$ cat src/rtl/sw_sched_pkg.sv
package sw_sched_pkg;
  typedef enum logic [1:0] {
    PH_IDLE = 2'd0,
    PH_FWD  = 2'd1,
    PH_PRE  = 2'd2,
    PH_BWD  = 2'd3
  } phase_e;

  typedef enum logic [1:0] {
    ST_BETA  = 2'd0,
    ST_DELTA = 2'd1,
    ST_LLR   = 2'd2,
    ST_NONE  = 2'd3
  } stage_e;
endpackage

$ cat src/rtl/sw_step_last.sv
// Flags the final micro-step of an index for the given phase.
module sw_step_last
  import sw_sched_pkg::*;
#(
  parameter int FWD_CYC = 7,
  parameter int PRE_CYC = 7,
  parameter int BWD_CYC = 24,
  parameter int MIC_W   = 5
) (
  input  phase_e             ph,
  input  logic [MIC_W-1:0]   micro,
  output logic               last
);
  localparam logic [MIC_W-1:0] FWD_END = MIC_W'(FWD_CYC - 1);
  localparam logic [MIC_W-1:0] PRE_END = MIC_W'(PRE_CYC - 1);
  localparam logic [MIC_W-1:0] BWD_END = MIC_W'(BWD_CYC - 1);

  always_comb begin
    case (ph)
      PH_FWD:  last = (micro == FWD_END);
      PH_PRE:  last = (micro == PRE_END);
      PH_BWD:  last = (micro == BWD_END);
      default: last = 1'b0;
    endcase
  end
endmodule

$ cat src/rtl/sw_seq_next.sv
// Next-state logic: phase, index, micro-step and window counters.
module sw_seq_next
  import sw_sched_pkg::*;
#(
  parameter int WIN_LEN = 128,
  parameter int PRE_LEN = 24,
  parameter int IDX_W   = 7,
  parameter int MIC_W   = 5,
  parameter int WCNT_W  = 8
) (
  input  logic              start,
  input  logic [WCNT_W-1:0] num_win,
  input  phase_e            ph_q,
  input  logic [IDX_W-1:0]  idx_q,
  input  logic [MIC_W-1:0]  mic_q,
  input  logic [WCNT_W-1:0] win_q,
  input  logic [WCNT_W-1:0] tot_q,
  input  logic              mic_last,
  output phase_e            ph_n,
  output logic [IDX_W-1:0]  idx_n,
  output logic [MIC_W-1:0]  mic_n,
  output logic [WCNT_W-1:0] win_n,
  output logic [WCNT_W-1:0] tot_n
);
  localparam logic [IDX_W-1:0] IDX_TOP = IDX_W'(WIN_LEN - 1);
  localparam logic [IDX_W-1:0] PRE_TOP = IDX_W'(PRE_LEN - 1);

  logic last_win;
  assign last_win = (win_q == tot_q - 1'b1);

  always_comb begin
    ph_n  = ph_q;
    idx_n = idx_q;
    mic_n = mic_q;
    win_n = win_q;
    tot_n = tot_q;
    if (ph_q == PH_IDLE) begin
      if (start && (num_win != '0)) begin
        ph_n  = PH_FWD;
        idx_n = '0;
        mic_n = '0;
        win_n = '0;
        tot_n = num_win;
      end
    end else if (!mic_last) begin
      mic_n = mic_q + 1'b1;
    end else begin
      mic_n = '0;
      case (ph_q)
        PH_FWD: begin
          if (idx_q == IDX_TOP) begin
            if (last_win) begin
              ph_n  = PH_BWD;
              idx_n = IDX_TOP;
            end else begin
              ph_n  = PH_PRE;
              idx_n = PRE_TOP;
            end
          end else begin
            idx_n = idx_q + 1'b1;
          end
        end
        PH_PRE: begin
          if (idx_q == '0) begin
            ph_n  = PH_BWD;
            idx_n = IDX_TOP;
          end else begin
            idx_n = idx_q - 1'b1;
          end
        end
        PH_BWD: begin
          if (idx_q == '0) begin
            if (last_win) begin
              ph_n = PH_IDLE;
            end else begin
              ph_n  = PH_FWD;
              win_n = win_q + 1'b1;
            end
          end else begin
            idx_n = idx_q - 1'b1;
          end
        end
        default: ph_n = PH_IDLE;
      endcase
    end
  end
endmodule

$ cat src/rtl/sw_strobe_dec.sv
// Decodes a (next) schedule state into datapath strobes.
module sw_strobe_dec
  import sw_sched_pkg::*;
#(
  parameter int WIN_LEN   = 128,
  parameter int PRE_LEN   = 24,
  parameter int BETA_CYC  = 7,
  parameter int DELTA_CYC = 4,
  parameter int IDX_W     = 7,
  parameter int MIC_W     = 5,
  parameter int WCNT_W    = 8
) (
  input  phase_e            ph,
  input  logic [IDX_W-1:0]  idx,
  input  logic [MIC_W-1:0]  micro,
  input  logic [WCNT_W-1:0] win,
  input  logic [WCNT_W-1:0] tot,
  input  logic              mic_last,
  output stage_e            stage,
  output logic              busy,
  output logic              apr_rd,
  output logic              alpha_wr,
  output logic              alpha_rd,
  output logic              ext_wr,
  output logic              mbank_wr,
  output logic              alpha_seed_fixed,
  output logic              alpha_seed_carry,
  output logic              beta_seed_fixed,
  output logic              beta_seed_carry,
  output logic              win_done,
  output logic              blk_done
);
  localparam logic [IDX_W-1:0] IDX_TOP   = IDX_W'(WIN_LEN - 1);
  localparam logic [IDX_W-1:0] PRE_TOP   = IDX_W'(PRE_LEN - 1);
  localparam logic [MIC_W-1:0] BETA_END  = MIC_W'(BETA_CYC - 1);
  localparam logic [MIC_W-1:0] DELTA_END = MIC_W'(BETA_CYC + DELTA_CYC - 1);

  logic first_mic, last_win, fwd_start, bwd_start, pre_start, in_bwd;

  assign first_mic = (micro == '0);
  assign last_win  = (win == tot - 1'b1);
  assign in_bwd    = (ph == PH_BWD);
  assign fwd_start = (ph == PH_FWD) && (idx == '0) && first_mic;
  assign pre_start = (ph == PH_PRE) && (idx == PRE_TOP) && first_mic;
  assign bwd_start = in_bwd && (idx == IDX_TOP) && first_mic;

  always_comb begin
    if (!in_bwd)                stage = ST_NONE;
    else if (micro <= BETA_END)  stage = ST_BETA;
    else if (micro <= DELTA_END) stage = ST_DELTA;
    else                         stage = ST_LLR;
  end

  assign busy             = (ph != PH_IDLE);
  assign apr_rd           = busy && first_mic;
  assign alpha_wr         = (ph == PH_FWD) && mic_last;
  assign alpha_rd         = in_bwd && first_mic;
  assign ext_wr           = in_bwd && mic_last;
  assign mbank_wr         = (((ph == PH_FWD) || (ph == PH_PRE)) && mic_last)
                          || (in_bwd && ((micro == BETA_END) || (micro == DELTA_END)));
  assign alpha_seed_fixed = fwd_start && (win == '0);
  assign alpha_seed_carry = fwd_start && (win != '0);
  assign beta_seed_fixed  = pre_start || (bwd_start && last_win);
  assign beta_seed_carry  = bwd_start && !last_win;
  assign win_done         = in_bwd && (idx == '0) && mic_last;
  assign blk_done         = win_done && last_win;
endmodule

$ cat src/rtl/sw_sched_ctrl.sv
// Top: state registers plus registered strobes decoded from next state.
module sw_sched_ctrl
  import sw_sched_pkg::*;
#(
  parameter int WIN_LEN   = 128,
  parameter int PRE_LEN   = 24,
  parameter int FWD_CYC   = 7,
  parameter int PRE_CYC   = 7,
  parameter int BETA_CYC  = 7,
  parameter int DELTA_CYC = 4,
  parameter int LLR_CYC   = 13,
  parameter int WCNT_W    = 8,
  localparam int BWD_CYC  = BETA_CYC + DELTA_CYC + LLR_CYC,
  localparam int MAX_CYC  = (BWD_CYC > FWD_CYC)
                            ? ((BWD_CYC > PRE_CYC) ? BWD_CYC : PRE_CYC)
                            : ((FWD_CYC > PRE_CYC) ? FWD_CYC : PRE_CYC),
  localparam int IDX_W    = (WIN_LEN > 1) ? $clog2(WIN_LEN) : 1,
  localparam int MIC_W    = (MAX_CYC > 1) ? $clog2(MAX_CYC) : 1
) (
  input  logic              clk,
  input  logic              rst,
  input  logic              start,
  input  logic [WCNT_W-1:0] num_win,
  output logic              busy,
  output logic [1:0]        phase,
  output logic [IDX_W-1:0]  bit_idx,
  output logic [MIC_W-1:0]  micro,
  output logic [1:0]        stage,
  output logic [WCNT_W-1:0] win_idx,
  output logic              apr_rd,
  output logic              alpha_wr,
  output logic              alpha_rd,
  output logic              ext_wr,
  output logic              mbank_wr,
  output logic              alpha_seed_fixed,
  output logic              alpha_seed_carry,
  output logic              beta_seed_fixed,
  output logic              beta_seed_carry,
  output logic              win_done,
  output logic              blk_done
);
  phase_e            ph_q, ph_n;
  logic [IDX_W-1:0]  idx_q, idx_n;
  logic [MIC_W-1:0]  mic_q, mic_n;
  logic [WCNT_W-1:0] win_q, win_n, tot_q, tot_n;
  logic              last_cur, last_nxt;

  stage_e stage_d;
  logic   busy_d, apr_d, awr_d, ard_d, ewr_d, mbw_d;
  logic   asf_d, asc_d, bsf_d, bsc_d, wd_d, bd_d;

  sw_step_last #(
    .FWD_CYC(FWD_CYC), .PRE_CYC(PRE_CYC), .BWD_CYC(BWD_CYC), .MIC_W(MIC_W)
  ) u_step_cur (
    .ph(ph_q), .micro(mic_q), .last(last_cur)
  );

  sw_step_last #(
    .FWD_CYC(FWD_CYC), .PRE_CYC(PRE_CYC), .BWD_CYC(BWD_CYC), .MIC_W(MIC_W)
  ) u_step_nxt (
    .ph(ph_n), .micro(mic_n), .last(last_nxt)
  );

  sw_seq_next #(
    .WIN_LEN(WIN_LEN), .PRE_LEN(PRE_LEN), .IDX_W(IDX_W),
    .MIC_W(MIC_W), .WCNT_W(WCNT_W)
  ) u_seq (
    .start(start), .num_win(num_win),
    .ph_q(ph_q), .idx_q(idx_q), .mic_q(mic_q), .win_q(win_q), .tot_q(tot_q),
    .mic_last(last_cur),
    .ph_n(ph_n), .idx_n(idx_n), .mic_n(mic_n), .win_n(win_n), .tot_n(tot_n)
  );

  sw_strobe_dec #(
    .WIN_LEN(WIN_LEN), .PRE_LEN(PRE_LEN), .BETA_CYC(BETA_CYC),
    .DELTA_CYC(DELTA_CYC), .IDX_W(IDX_W), .MIC_W(MIC_W), .WCNT_W(WCNT_W)
  ) u_dec (
    .ph(ph_n), .idx(idx_n), .micro(mic_n), .win(win_n), .tot(tot_n),
    .mic_last(last_nxt),
    .stage(stage_d), .busy(busy_d), .apr_rd(apr_d), .alpha_wr(awr_d),
    .alpha_rd(ard_d), .ext_wr(ewr_d), .mbank_wr(mbw_d),
    .alpha_seed_fixed(asf_d), .alpha_seed_carry(asc_d),
    .beta_seed_fixed(bsf_d), .beta_seed_carry(bsc_d),
    .win_done(wd_d), .blk_done(bd_d)
  );

  always_ff @(posedge clk) begin
    if (rst) begin
      ph_q             <= PH_IDLE;
      idx_q            <= '0;
      mic_q            <= '0;
      win_q            <= '0;
      tot_q            <= '0;
      stage            <= ST_NONE;
      busy             <= 1'b0;
      apr_rd           <= 1'b0;
      alpha_wr         <= 1'b0;
      alpha_rd         <= 1'b0;
      ext_wr           <= 1'b0;
      mbank_wr         <= 1'b0;
      alpha_seed_fixed <= 1'b0;
      alpha_seed_carry <= 1'b0;
      beta_seed_fixed  <= 1'b0;
      beta_seed_carry  <= 1'b0;
      win_done         <= 1'b0;
      blk_done         <= 1'b0;
    end else begin
      ph_q             <= ph_n;
      idx_q            <= idx_n;
      mic_q            <= mic_n;
      win_q            <= win_n;
      tot_q            <= tot_n;
      stage            <= stage_d;
      busy             <= busy_d;
      apr_rd           <= apr_d;
      alpha_wr         <= awr_d;
      alpha_rd         <= ard_d;
      ext_wr           <= ewr_d;
      mbank_wr         <= mbw_d;
      alpha_seed_fixed <= asf_d;
      alpha_seed_carry <= asc_d;
      beta_seed_fixed  <= bsf_d;
      beta_seed_carry  <= bsc_d;
      win_done         <= wd_d;
      blk_done         <= bd_d;
    end
  end

  assign phase   = ph_q;
  assign bit_idx = idx_q;
  assign micro   = mic_q;
  assign win_idx = win_q;
endmodule

$ cat config.mk
export PLATFORM = sky130hd
export DESIGN_NAME = sw_sched_ctrl
export DESIGN_NICKNAME = d
export VERILOG_FILES = /design/src/rtl/sw_sched_pkg.sv /design/src/rtl/sw_step_last.sv /design/src/rtl/sw_seq_next.sv /design/src/rtl/sw_strobe_dec.sv /design/src/rtl/sw_sched_ctrl.sv
export SDC_FILE = /design/constraint.sdc
export NUM_CORES = 1
export LEC_CHECK = 0
export BUFFER_PORTS_ARGS = -buffer_cell sky130_fd_sc_hd__buf_2
export CORE_ASPECT_RATIO = 0.7
export CORE_UTILIZATION = 30
export CTS_BUF_LIST = sky130_fd_sc_hd__clkbuf_8 sky130_fd_sc_hd__clkbuf_16
export CTS_CLUSTER_DIAMETER = 30
export CTS_CLUSTER_SIZE = 14
export DETAILED_ROUTE_END_ITERATION = 8
export HOLD_SLACK_MARGIN = 0.05
export PLACE_DENSITY = 0.49
export SYNTH_ARGS = -nofsm -noshare
export SYNTH_HDL_FRONTEND = slang
export SYNTH_SLANG_ARGS = --single-unit
$ cat constraint.sdc
create_clock -name clk -period 6.9 [get_ports clk]
set_input_delay 1.38 -clock clk [delete_from_list [all_inputs] [get_ports clk]]
set_output_delay 1.38 -clock clk [all_outputs]
set_load 0.02 [all_outputs]
Word level (Yosys, flattened, before mapping). Cells that the tools add are included.

Bitwise logic cells: 1. Eq/ne operators: 16. Multiplexer cells: 32. Reduce and logical (&&, ||, !) cells: 36. $add $sub $neg: 6. Magnitude comparators: 2.

Operator list (number): 2-to-1 mux 8 bit (8); 2-to-1 mux 7 bit (7); case mux 7 bit (3 select lines) (1); logical AND 1 bit (20); == test 8 bit (2); 2-to-1 mux 2 bit (8); nonzero test 8 bit (2); subtractor 8 x 1 -> 8 bit (second input constant) (2); 2-to-1 mux 5 bit (3); == test 7 bit (second input constant) (2); logical NOT 7 bit (2); == test 5 x 3 -> 1 bit (second input constant) (2); == test 5 bit (second input constant) (2); adder 8 x 1 -> 8 bit (second input constant) (1); == test 2 bit (second input constant) (4); logical NOT 8 bit (1); adder 7 x 1 -> 7 bit (second input constant) (1); == test 7 x 5 -> 1 bit (second input constant) (1); subtractor 7 x 1 -> 7 bit (second input constant) (1); case mux 2 bit (3 select lines) (1); OR reduction 2 bit (3); adder 5 x 1 -> 5 bit (second input constant) (1); == test 5 x 4 -> 1 bit (second input constant) (1); less-or-equal comparator 5 x 3 -> 1 bit (second input constant) (1); other kinds (10) (16).

Output and inout bits: 36. Word-level logic and storage cells: 111. Flip-flop bits (word level): 44.

Logic depth before layout (Yosys ltp). Gate-level depths: netlist (run 1).

Depth after elaboration: 12. Depth in mapped cells: 20.

By module. From an unflattened synthesis (run 1), not the netlist that was laid out.

Cells, all modules: 375. Area total of the unflattened synthesis: 3030.4 um2.

Modules (own cells, without submodules): sw_seq_next (times used 1, seq. area each 0.0 um2, cells each 194, area each 1242.4 um2); sw_sched_ctrl (times used 1, seq. area each 880.8 um2, cells each 92, area each 1179.9 um2); sw_strobe_dec (times used 1, seq. area each 0.0 um2, cells each 77, area each 523.0 um2); sw_step_last (times used 2, seq. area each 0.0 um2, cells each 6, area each 42.5 um2).

Worst setup path after synthesis (run 1). OpenSTA, ideal clock, no wires.

Path kind: input to register. Start: in num_win[4]. End: reg blk_done. Setup slack: 2741 ps. Cell stages on the path: 13. Arrival time: 4081 ps. Path through: nor4_1 > a211oi_1 > clkbuf_1 > buf_1 > nor2_1 > inv_1 > ha_1 > inv_1 > nor2_1 > nand3_1 > a2111oi_0 > nand2_1 > nor3_1.

Cells in the longest elaborated chain, start to end: 9. Elaborated cells between the ends (all ways): 25.

Ends and longest elaborated chain: start, declared (line sw_sched_ctrl.sv:23) `input logic [WCNT_W-1:0] num_win,`; nonzero test 8 bit (*) (line sw_seq_next.sv:38) `if (start && (num_win != '0)) begin`; logical AND 1 bit (*) (line sw_seq_next.sv:38); 2-to-1 mux 2 bit (*) (line sw_seq_next.sv:38); 2-to-1 mux 2 bit (*) (line sw_seq_next.sv:37) `if (ph_q == PH_IDLE) begin`; via ph_n[0] (line sw_sched_ctrl.sv:42) `phase_e ph_q, ph_n;`; == test 2 bit or == test 2 x 1 -> 1 bit (tied branches) (line sw_step_last.sv:19) `case (ph)`; OR reduction 2 bit (no line); case mux 1 bit (2 select lines) (line sw_step_last.sv:19); logical AND 1 bit (*) (line sw_strobe_dec.sv:65) `assign win_done = in_bwd && (idx == '0) && mic_last;`; logical AND 1 bit (*) (line sw_strobe_dec.sv:66) `assign blk_done = win_done && last_win;`; end signal, assigned (line sw_sched_ctrl.sv:106) `blk_done <= 1'b0;`; end signal, assigned (line sw_sched_ctrl.sv:125) `blk_done <= bd_d;`; end, declared (line sw_sched_ctrl.sv:40) `output logic blk_done`.

Mark *: on every way through the listed nets, which the timed path passes. The rest lies on a longest branch. A chain may end at the register's enable or synchronous reset.

Final worst setup path (run 1).
Start: reg ph_q[1] (netlist: phase[1]). End: reg blk_done.

Cells in the longest elaborated chain, start to end: 10. Elaborated cells between the ends (all ways): 35.

Ends and longest elaborated chain: start, declared (line sw_sched_ctrl.sv:42); start signal, assigned (line sw_sched_ctrl.sv:108) `ph_q <= ph_n;`; == test 2 x 1 -> 1 bit or == test 2 bit (tied branches) (line sw_step_last.sv:19, sw_seq_next.sv:49); OR reduction 2 bit (no line); case mux 1 bit (2 select lines) (line sw_step_last.sv:19); 2-to-1 mux 2 bit (line sw_seq_next.sv:45) `end else if (!mic_last) begin`; 2-to-1 mux 2 bit (*) (line sw_seq_next.sv:37); via ph_n[1] (line sw_sched_ctrl.sv:42); == test 2 bit or == test 2 x 1 -> 1 bit (tied branches) (line sw_step_last.sv:19); OR reduction 2 bit (no line); case mux 1 bit (2 select lines) (line sw_step_last.sv:19); logical AND 1 bit (*) (line sw_strobe_dec.sv:65); logical AND 1 bit (*) (line sw_strobe_dec.sv:66).

Marks and branches as above.

==> out/summary.log, run 1 <==
INFO  logic_synthesis synth-edff-count=0
INFO  power          irDropWorstVdd=0.111mV
INFO  logic_synthesis ys_ff_latch=44
INFO  drt            drcViolationCount=7
INFO  cells_and_area ff_latch_area=881squm
INFO  worst_hold_path hold_path_class=register to register
INFO  logic_synthesis synth-async-reset-ratio=0%
INFO  clock_network  clkTransAtPathRegs=0.07ns
INFO  cells_and_area nNetsFinal=477
INFO  setup_path     timing.critical_path.fanout_max=22
INFO  cells_and_area num_antenna_cells=0
INFO  sta            final-max-slew-violation-count=0
INFO  clock_network  clock_root_buffer=sky130_fd_sc_hd__clkbuf_16
INFO  logic_synthesis synthCells=427
INFO  cells_and_area area.growth.synth_to_final=14.2%
INFO  clock_network  cts_max_path_buffers=2
INFO  global_route   groute.usage.overall=18.0%
INFO  cells_and_area multi_input_comb_area=2150squm
INFO  drt            final_antenna_net_count=0
INFO  setup_path     crit_chain=nand4_1 -> a211oi_1 -> nand2_1 -> nor3_1 -> a21oi_1 -> inv_1 -> ha_1 -> inv_1 -> nor2_1 -> nand3_1 -> a2111oi_0 -> nand2_1 -> nor3_1
INFO  cells_and_area most-common-layout-cells=59 x sky130_fd_sc_hd__nor2_1, 46 x sky130_fd_sc_hd__buf_2, 44 x sky130_fd_sc_hd__dfxtp_1, 40 x sky130_fd_sc_hd__nand2_1, 25 x sky130_fd_sc_hd__a21oi_1
INFO  logic_synthesis yosysUniqueCellTypes=67
INFO  logic_synthesis synth_warnings=0
INFO  floorplan      initial_util=30.9%
INFO  setup_path     critPathSlowestCell=sky130_fd_sc_hd__dfxtp_1
INFO  drt            routed_wl=9710microns
INFO  sta            final-hold-violation-count=0
INFO  sta            fmax=224MHz
INFO  global_route   grt_pass1_vias=2861
INFO  clock_network  cts_made_buffers=5
INFO  sta            timing.hold.ws=0.532ns
INFO  setup_path     timing.critical_path.arrival=4.67ns
INFO  setup_path     critPathBufInv=2
INFO  clock_network  cts-hold-fix-buffers=0
INFO  placement      io_buffer_count=46
INFO  global_route   largest_net_degree_at_the_start_of_global_routing=38
INFO  power          power_density=176nW/um^2
INFO  cells_and_area layoutNonFillerInstCount=587
INFO  placement      area_post_placement=3480squm
INFO  sta            finalCritPeriodShare=64.8%
INFO  logic_synthesis synthFlopType=sky130_fd_sc_hd__dfxtp_1
INFO  clock_network  clock_insertion_delay_worst_skew=0.28ns
INFO  setup_path     critical_path.startpoint_type=register
INFO  sta            finalWorstPathRequiredPeriod=4.47ns
INFO  placement      gp_congestion=0.859
INFO  sta            worst_tran_pin_value=0.817ns
INFO  setup_path     ff2ff_path_depth=13
INFO  placement      placed_cells=579
INFO  setup_path     critical_path_class=register to register
INFO  status         result_of_the_run=finished, violations left
INFO  cells_and_area drive_gt1_share=15.6%
INFO  status         violations=DRC
INFO  setup_path     slowest_delay=0.77ns
INFO  floorplan      placement_rows=31
INFO  drt            dr.first_iter.drc_count=391
INFO  setup_path     cp_data_required_time=7.10ns
INFO  cells_and_area layout.cells.most_common=sky130_fd_sc_hd__nor2_1
INFO  global_route   grt_first_pass_wirelength=15700microns
INFO  sta            max_slew_margin=45.2%
INFO  power          leakagePower=1.51nW
INFO  floorplan      fp.dieH=88.4microns
INFO  drt            via_count=3305
INFO  sta            setup-violations-final=0
INFO  logic_synthesis synth.net_count=450
INFO  logic_synthesis synth_area_per_cell=7.49squm
INFO  floorplan      core_area=10400squm
INFO  floorplan      die_width=125microns
INFO  sta            finalClockSkew=0.00539ns
INFO  setup_path     worst_setup_path_end_kind=register
INFO  drt            detail_route.first_pass.iterations=7
INFO  cells_and_area design_area=3650squm
INFO  sta            rsz0062_at_grt=false
INFO  floorplan      io-pin-count=47
INFO  clock_network  clock_tree_from_tritoncts=done
INFO  worst_hold_path whs_path_depth=2
INFO  setup_path     cp.depth=13
INFO  clock_network  cts-htree-levels=2
INFO  global_route   global_route.overflow_total=0
INFO  global_route   antenna_violations_before_repair=0
INFO  power          finalPower=0.642mW
INFO  clock_network  post-cts-setup-buffers=0
INFO  placement      dp_hpwl=7320microns
INFO  logic_synthesis syn-cell-area=3200squm
INFO  clock_network  clock_sinks=44
INFO  cells_and_area nFillCells=1092
INFO  job            max-cap-violations=0
INFO  drt            route.detailed.wl_per_inst=16.5microns
INFO  setup_path     critical-path-top-delay-family=compound AO/OA/AOI/OAI gates
INFO  drt            vias_per_cell=5.63
INFO  sta            final_setup_tns=0ns
INFO  floorplan      die_ar=11100squm
INFO  logic_synthesis seq_area_frac_synth=27.5%
INFO  clock_network  ctsResizeCount=0
==> cells by family (layout without fill, tap and decap cells) <==
kind of cell / count (synthesis) / count (layout) / synth area share [%]
AO/OA/AOI/OAI: 99 / 99 / 21.0
XOR/XNOR: 20 / 20 / 5.48
adder cells (fa/ha/maj): 12 / 12 / 4.69
buffers and inverters: 40 / 68 / 5.52
flip-flops: 44 / 44 / 27.5
multiplexers: 10 / 10 / 3.29
AND/OR/NAND/NOR: 202 / 202 / 32.4
==> worst paths after layout <==
| kind | start | to | slack [ns] |
|---|---|---|---|
| setup / recovery | phase[1] | blk_done | 2.43 |
| hold / removal | tot_q[6] | tot_q[6] | 0.53 |
| setup reg to reg | phase[1] | blk_done | 2.43 |
| hold reg to reg | tot_q[6] | tot_q[6] | 0.53 |
==> sequential cells by signal, indices dropped and copies added (netlist names), 2 cells and up <==
register / flops
phase: 2
win_idx: 8
tot_q: 8
micro: 5
bit_idx: 7
stage: 2
==> Yosys cell counts, drive strengths merged, types with 4 or more instances <==
cell type	instances	area share, %
nand2b	4	0.78
mux2	4	1.4
nand2	41	4.9
xor2	14	3.8
a211oi	9	2.6
xnor2	6	1.6
o22ai	4	0.78
ha	12	4.7
inv	12	1.4
mux2i	6	1.9
o31ai	6	1.4
clkbuf	21	2.5
buf	7	1.6
nand4	11	2.2
o21ai	23	3.6
nand3	21	3.3
nor3	16	2.9
dfxtp	44	28
and3	4	0.78
a21oi	25	3.9
or4	7	1.8
nor2	59	6.9
or3	9	1.8
nor2b	10	2.0
==> where the power goes <==
group          switching, mW  leakage (nW)  internal [mW]
Combinational         0.0607          1.07         0.0374
Sequential           0.00971         0.357          0.259
Clock                  0.103        0.0804          0.172
Total                  0.174          1.51          0.469
==> layer usage <==
layer / GRT usage [%] / vias up / routed length (microns)
met4: 2.77 / 0 / 69
met2: 25.1 / 131 / 3780
met1: 28.5 / 1569 / 5100
met5: 0 / - / 0
li1: - / 1600 / -
met3: 3.26 / 5 / 764
==> tightest hold or removal path, cell delays in order, from the launching register on <==
cell and delay [ns]:
sky130_fd_sc_hd__dfxtp_1 0.35, sky130_fd_sc_hd__nand2_1 0.07, sky130_fd_sc_hd__a21oi_1 0.06
==> per-stage QoR <==
stage	setup WS, ns	utilization (%)
detailed placement	2.36	33.6
floorplan	2.74	-
finish	2.43	35.3
global route	1.85	35.3
global placement	2.49	33.6
CTS	2.45	35.3
==> area by class of cell <==
cell class / count / area share (%)
Inverter: 12 / 1.23
Timing Repair Buffer: 48 / 6.71
Multi-Input combinational cell: 343 / 58.7
Sequential cell: 44 / 24.1
Clock buffer: 5 / 3.42
Clock inverter: 3 / 1.27
Tap cell: 132 / 4.52
No activity file was read; power rests on OpenSTA's default activity.
==> run 2: changes to the inputs <==
--- a/config.mk
+++ b/config.mk
@@ -13,7 +13,7 @@
 export CTS_CLUSTER_SIZE = 14
 export DETAILED_ROUTE_END_ITERATION = 8
 export HOLD_SLACK_MARGIN = 0.05
-export PLACE_DENSITY = 0.49
+export PLACE_DENSITY = 0.51
 export SYNTH_ARGS = -nofsm -noshare
 export SYNTH_HDL_FRONTEND = slang
 export SYNTH_SLANG_ARGS = --single-unit
==> constraint.sdc (replaced) <==
create_clock -name clk -period 3.8 [get_ports clk]
set_input_delay 0.76 -clock clk [delete_from_list [all_inputs] [get_ports clk]]
set_output_delay 0.76 -clock clk [all_outputs]
set_load 0.02 [all_outputs]
==> run 2 against run 1 <==
  * Largest cell class unchanged
  * Global-route usage grew 0.99 points
  * Sequential share of layout area shrank 2.0 points
  * The flow still finishes with violations (DRC)
  * Setup slack lost 2.2 ns
  * Non-clock buffer count grew 38
==> out/summary.log, run 2 (synthesis gave the netlist of run 1 again) <==
INFO  setup_path     critPathBufInv=2
INFO  setup_path     cp_most_frequent_cell=sky130_fd_sc_hd__a21oi_1
INFO  sta            setup-violations-final=0
INFO  setup_path     crit_chain=inv_1 -> ha_1 -> or3b_1 -> or4_4 -> buf_4 -> ha_1 -> a21oi_1 -> a21oi_1 -> o21ai_0 -> a21oi_1 -> nor3_1 -> nand4_1 -> or4b_1 -> nor2b_1
INFO  placement      pre_cts_slack=0.175ns
INFO  drt            drcViolationCount=6
INFO  worst_hold_path whs_path_depth=2
INFO  cells_and_area nNetsFinal=515
INFO  global_route   antenna_violations_before_repair=0
INFO  clock_network  clkTransAtPathRegs=0.07ns
INFO  global_route   groute.usage.overall=19.0%
INFO  cells_and_area most-common-layout-cells=59 x sky130_fd_sc_hd__nor2_1, 46 x sky130_fd_sc_hd__buf_2, 44 x sky130_fd_sc_hd__dfxtp_1, 40 x sky130_fd_sc_hd__nand2_1, 40 x sky130_fd_sc_hd__buf_4
INFO  setup_path     slowest_delay=0.55ns
INFO  floorplan      die_width=125microns
INFO  setup_path     timing.critical_path.arrival=3.80ns
INFO  global_route   grt_pass1_vias=3161
INFO  setup_path     critical_path_class=register to register
INFO  setup_path     critical_path.startpoint_type=register
INFO  drt            routed_wl=10300microns
INFO  sta            fmax=281MHz
INFO  status         result_of_the_run=finished, violations left
INFO  status         violations=DRC
INFO  clock_network  ctsResizeCount=0
INFO  cells_and_area nFillCells=1067
INFO  cells_and_area num_antenna_cells=0
INFO  global_route   grt_first_pass_wirelength=16600microns
INFO  setup_path     reg2reg_from=bit_idx[0]
INFO  clock_network  clock_sinks=44
INFO  power          irDropWorstVdd=0.161mV
INFO  floorplan      core_area=10400squm
INFO  job            max-cap-violations=0
INFO  sta            final-hold-violation-count=0
INFO  worst_hold_path min_from=tot_q[7]
INFO  setup_path     setup_slack_reg_to_reg=0.24ns
INFO  cells_and_area design_area=3990squm
INFO  cells_and_area layout.cells.most_common=sky130_fd_sc_hd__nor2_1
INFO  drt            detail_route.first_pass.iterations=7
INFO  clock_network  clock_insertion_delay_worst_skew=0.29ns
INFO  sta            max_slew_margin=51.0%
INFO  setup_path     critPathSlowestCell=sky130_fd_sc_hd__or4b_1
INFO  power          power_density=302nW/um^2
INFO  sta            finalCritPeriodShare=93.7%
INFO  clock_network  clock_tree_from_tritoncts=done
INFO  drt            vias_per_cell=5.44
INFO  floorplan      fp.dieH=88.4microns
INFO  clock_network  cts-htree-levels=2
INFO  drt            via_count=3402
INFO  setup_path     ff2ff_path_depth=14
INFO  setup_path     critical_path.startpoint=bit_idx[0]
INFO  sta            final-max-slew-violation-count=0
INFO  placement      area_post_placement=3770squm
INFO  drt            final_antenna_net_count=0
INFO  setup_path     timing.critical_path.fanout_max=4
INFO  setup_path     cp_data_required_time=4.03ns
INFO  clock_network  post-cts-setup-buffers=0
INFO  clock_network  clock_root_buffer=sky130_fd_sc_hd__clkbuf_16
INFO  placement      gp_congestion=0.948
INFO  sta            worst_tran_pin_value=0.734ns
INFO  drt            dr.first_iter.drc_count=250
INFO  placement      placed_cells=617
INFO  placement      io_buffer_count=46
INFO  floorplan      initial_util=30.9%
INFO  placement      dp_hpwl=7790microns
INFO  floorplan      placement_rows=31
INFO  setup_path     timing.rr.end=alpha_seed_carry
INFO  setup_path     critical-path-top-delay-family=simple AND/OR/NAND/NOR gates
INFO  cells_and_area layoutNonFillerInstCount=625
INFO  worst_hold_path hold_path_class=register to register
INFO  floorplan      die_ar=11100squm
INFO  clock_network  cts-hold-fix-buffers=0
INFO  cells_and_area drive_gt1_share=23.3%
INFO  cells_and_area area.growth.synth_to_final=24.8%
INFO  clock_network  cts_made_buffers=5
INFO  sta            final_critical_path_setup_slack=0.238ns
INFO  clock_network  cts_max_path_buffers=2
INFO  drt            route.detailed.wl_per_inst=16.5microns
INFO  global_route   largest_net_degree_at_the_start_of_global_routing=38
INFO  global_route   global_route.overflow_total=0
INFO  floorplan      io-pin-count=47
INFO  power          leakagePower=1.70nW
INFO  setup_path     worst_setup_path_end_kind=register
INFO  sta            finalWorstPathRequiredPeriod=3.56ns
INFO  sta            finalClockSkew=0.00307ns
INFO  power          finalPower=1.21mW
INFO  worst_hold_path hold-path-endpoint=tot_q[7]
INFO  setup_path     cp.depth=14
run 2: changes by cell type in the layout (fill, tap and decap cells not counted), sizes merged:
cell	previous run	this run
buf	48	86
run 2: per-stage QoR:
stage | utilization [%] | TNS (ns) | hold slack (ns)
after floorplan | - | 0 | 0.450
after global placement | 36.4 | 0 | 0.486
after detailed placement | 36.4 | 0 | 0.492
after CTS | 38.0 | 0 | 0.505
after global routing | 38.5 | -0.0707 | 0.546
final | 38.5 | 0 | 0.509
run 2: worst reg2reg max path, stage by stage, from the launching register on:
cell                      delay [ns]
sky130_fd_sc_hd__dfxtp_1        0.31
sky130_fd_sc_hd__inv_1          0.05
sky130_fd_sc_hd__ha_1           0.18
sky130_fd_sc_hd__or3b_1         0.37
sky130_fd_sc_hd__or4_4          0.47
sky130_fd_sc_hd__buf_4          0.18
sky130_fd_sc_hd__ha_1           0.29
sky130_fd_sc_hd__a21oi_1        0.15
sky130_fd_sc_hd__a21oi_1        0.08
sky130_fd_sc_hd__o21ai_0        0.18
sky130_fd_sc_hd__a21oi_1        0.11
sky130_fd_sc_hd__nor3_1         0.26
sky130_fd_sc_hd__nand4_1        0.20
sky130_fd_sc_hd__or4b_1         0.55
sky130_fd_sc_hd__nor2b_1        0.12
run 2: area by class of cell:
class | count | area (sq um) | area share (%)
inverter | 12 | 45.0 | 1.13
tap | 132 | 165 | 4.14
timing repair buffer | 86 | 531 | 13.3
clock buffer | 5 | 125 | 3.14
sequential | 44 | 881 | 22.1
multi-input combinational | 343 | 2200 | 55.1
clock inverter | 3 | 46.3 | 1.16
run 2: per-layer routing:
metal | wire length (microns) | vias to the layer above | global-route usage, %
met2 | 4050 | 129 | 28.0
met3 | 886 | 3 | 4.53
met1 | 5350 | 1587 | 28.2
met5 | 0 | - | 0
li1 | - | 1683 | -
met4 | 12 | 0 | 2.99
run 2: power breakdown:
group	total [mW]	switching (mW)	internal (mW)
Sequential	0.478	0.00712	0.471
Clock	0.514	0.201	0.313
Combinational	0.213	0.130	0.0829
run 2: worst max path at each step:
stage | end | slack, ns
final | alpha_seed_carry | 0.24
after global routing | blk_done | -0.07
after CTS | blk_done | 0.14
after detailed placement | blk_done | 0.17
after global placement | alpha_seed_carry | 0.26
after floorplan | blk_done | 0.15
==> run 3: changes to the inputs <==
--- a/config.mk
+++ b/config.mk
@@ -13,7 +13,7 @@
 export CTS_CLUSTER_SIZE = 14
 export DETAILED_ROUTE_END_ITERATION = 8
 export HOLD_SLACK_MARGIN = 0.05
-export PLACE_DENSITY = 0.51
+export PLACE_DENSITY = 0.6
 export SYNTH_ARGS = -nofsm -noshare
 export SYNTH_HDL_FRONTEND = slang
 export SYNTH_SLANG_ARGS = --single-unit
==> run 3 against run 2 <==
  * The run still ends with DRC left
  * Critical path depth shrank 1
  * Clock skew about the same
  * Sequential power barely moved
  * Flip-flop and latch count unchanged
  * Hold slack lost 0.0042 ns
  * Highest routed layer unchanged
==> out/summary.log, run 3 (synthesis gave the netlist of run 1 again) <==
INFO  status         result_of_the_run=finished, violations left
INFO  status         violations=DRC
INFO  drt            route.detailed.wl_per_inst=16.6microns
INFO  setup_path     slowest_delay=0.53ns
INFO  floorplan      die_width=125microns
INFO  setup_path     crit_chain=or4_4 -> or3_1 -> a211oi_2 -> o311ai_2 -> buf_4 -> buf_4 -> nand2_2 -> buf_4 -> mux2i_1 -> mux2i_1 -> o21ai_0 -> nand4_1 -> nor4b_1
INFO  clock_network  clock_tree_from_tritoncts=done
INFO  cells_and_area nNetsFinal=513
INFO  cells_and_area area.growth.synth_to_final=23.8%
INFO  sta            finalWorstPathRequiredPeriod=3.61ns
INFO  clock_network  clock_insertion_delay_worst_skew=0.29ns
INFO  drt            final_antenna_net_count=0
INFO  floorplan      placement_rows=31
INFO  setup_path     critPathSlowestCell=sky130_fd_sc_hd__or4_4
INFO  sta            final-hold-violation-count=0
INFO  cells_and_area layout.cells.most_common=sky130_fd_sc_hd__nor2_1
INFO  drt            drcViolationCount=7
INFO  placement      io_buffer_count=46
INFO  clock_network  cts-htree-levels=2
INFO  power          comb_power_share=17.7%
INFO  power          leakagePower=1.69nW
INFO  sta            rsz0062_at_grt=false
INFO  clock_network  cts-hold-fix-buffers=0
INFO  setup_path     cp_data_required_time=3.96ns
INFO  power          power.switching_fraction=27.5%
INFO  global_route   grt_pass1_vias=3038
INFO  sta            setup-violations-final=0
INFO  sta            final_setup_tns=0ns
INFO  sta            final_critical_path_setup_slack=0.188ns
INFO  floorplan      initial_util=30.9%
INFO  power          power.clock.fraction=42.2%
INFO  power          p_int=0.867mW
INFO  clock_network  clkTransAtPathRegs=0.07ns
INFO  power          total_switching_power=0.328mW
INFO  clock_network  cts_made_buffers=5
INFO  sta            max_slew_margin=51.6%
INFO  power          power_density=302nW/um^2
INFO  cells_and_area num_antenna_cells=0
INFO  setup_path     timing.critical_path.fanout_max=8
INFO  drt            dr.first_iter.drc_count=320
INFO  floorplan      die_ar=11100squm
INFO  global_route   grt_first_pass_wirelength=16500microns
INFO  clock_network  cts_max_path_buffers=2
INFO  placement      pre_cts_slack=0.0797ns
INFO  setup_path     critical_path.startpoint_type=register
INFO  global_route   groute.usage.overall=18.8%
INFO  placement      dp_hpwl=7970microns
INFO  sta            finalClockSkew=0.00351ns
INFO  floorplan      fp.dieH=88.4microns
INFO  sta            worst_tran_pin_value=0.726ns
INFO  setup_path     critical-path-top-delay-family=simple AND/OR/NAND/NOR gates
INFO  floorplan      core_area=10400squm
INFO  global_route   largest_net_degree_at_the_start_of_global_routing=38
INFO  power          irDropWorstVdd=0.269mV
INFO  placement      gp_congestion=0.953
INFO  floorplan      io-pin-count=47
INFO  setup_path     critPathBufInv=3
INFO  global_route   antenna_violations_before_repair=0
INFO  sta            final-max-slew-violation-count=0
INFO  drt            routed_wl=10300microns
INFO  drt            detail_route.first_pass.iterations=7
INFO  drt            via_count=3471
INFO  sta            fmax=277MHz
INFO  power          sequentialPowerShare=40.2%
INFO  global_route   global_route.overflow_total=0
INFO  cells_and_area most-common-layout-cells=59 x sky130_fd_sc_hd__nor2_1, 46 x sky130_fd_sc_hd__buf_2, 43 x sky130_fd_sc_hd__dfxtp_1, 40 x sky130_fd_sc_hd__nand2_1, 38 x sky130_fd_sc_hd__buf_4
INFO  setup_path     worst_setup_path_end_kind=register
INFO  clock_network  clock_sinks=44
INFO  cells_and_area drive_gt1_share=23.0%
INFO  job            max-cap-violations=0
INFO  setup_path     timing.critical_path.arrival=3.77ns
INFO  setup_path     cp_most_frequent_cell=sky130_fd_sc_hd__buf_4
INFO  sta            finalCritPeriodShare=95.1%
INFO  worst_hold_path hold_path_class=register to register
INFO  clock_network  clock_root_buffer=sky130_fd_sc_hd__clkbuf_16
INFO  drt            vias_per_cell=5.57
INFO  setup_path     critical_path_class=register to register
[run 3: final timing paths]
path / slack (ns) / cells past startpoint / start / to
hold / removal: 0.50 / 2 / tot_q[7] / tot_q[7]
setup / recovery: 0.19 / 13 / tot_q[1] / beta_seed_carry
hold reg to reg: 0.50 / 2 / tot_q[7] / tot_q[7]
setup reg to reg: 0.19 / 13 / tot_q[1] / beta_seed_carry
[run 3: stage by stage]
| stage | power, mW | area [sq um] | instances | hold WS (ns) | util, % |
|---|---|---|---|---|---|
| 3_3_place_gp | 0.689 | 3740 | 613 | 0.494 | 36.1 |
| 4_1_cts | 1.19 | 3910 | 621 | 0.500 | 37.7 |
| 2_1_floorplan | 0.628 | 3200 | 427 | 0.450 | - |
| 6_report | 1.20 | 3960 | 623 | 0.505 | 38.2 |
| 5_1_grt | 1.25 | 3960 | 623 | 0.529 | 38.2 |
| 3_5_place_dp | 0.692 | 3740 | 613 | 0.486 | 36.1 |
[run 3: power by group through the flow]
stage               registers, mW  clock network [mW]  logic (mW)
floorplan                   0.492                   0       0.136
global placement            0.490                   0       0.199
detailed placement          0.490                   0       0.202
CTS                         0.480               0.513       0.203
global route                0.481               0.534       0.231
finish                      0.481               0.504       0.211
[run 3: worst register-to-register path: cells and delay by family, from the launching register on]
kind / cells / cell delay, ns
AO/OA/AOI/OAI: 3 / 0.79
buffers and inverters: 3 / 0.49
multiplexers: 2 / 0.46
AND/OR/NAND/NOR: 5 / 1.41
flip-flops: 1 / 0.35
[run 3: what timing repair did]
item,in CTS,in global routing
resized for setup,0,9
endpoints found under the setup margin,0,9
setup buffers,0,2
[run 3: layout make-up]
cell class | count | area, sq um
Timing Repair Buffer | 84 | 515
Tap cell | 132 | 165
Sequential cell | 44 | 882
Clock buffer | 5 | 125
Clock inverter | 3 | 46.3
Multi-Input combinational cell | 343 | 2180
Fill cell | 1051 | 6400
Inverter | 12 | 45.0
[run 3: routing by layer]
layer	up-vias	GRT usage, %	share of wire [%]
met5	-	0	0
met4	0	3.33	0.76
met3	6	3.14	7.5
met2	136	27.8	40
met1	1654	28.6	51
li1	1675	-	-
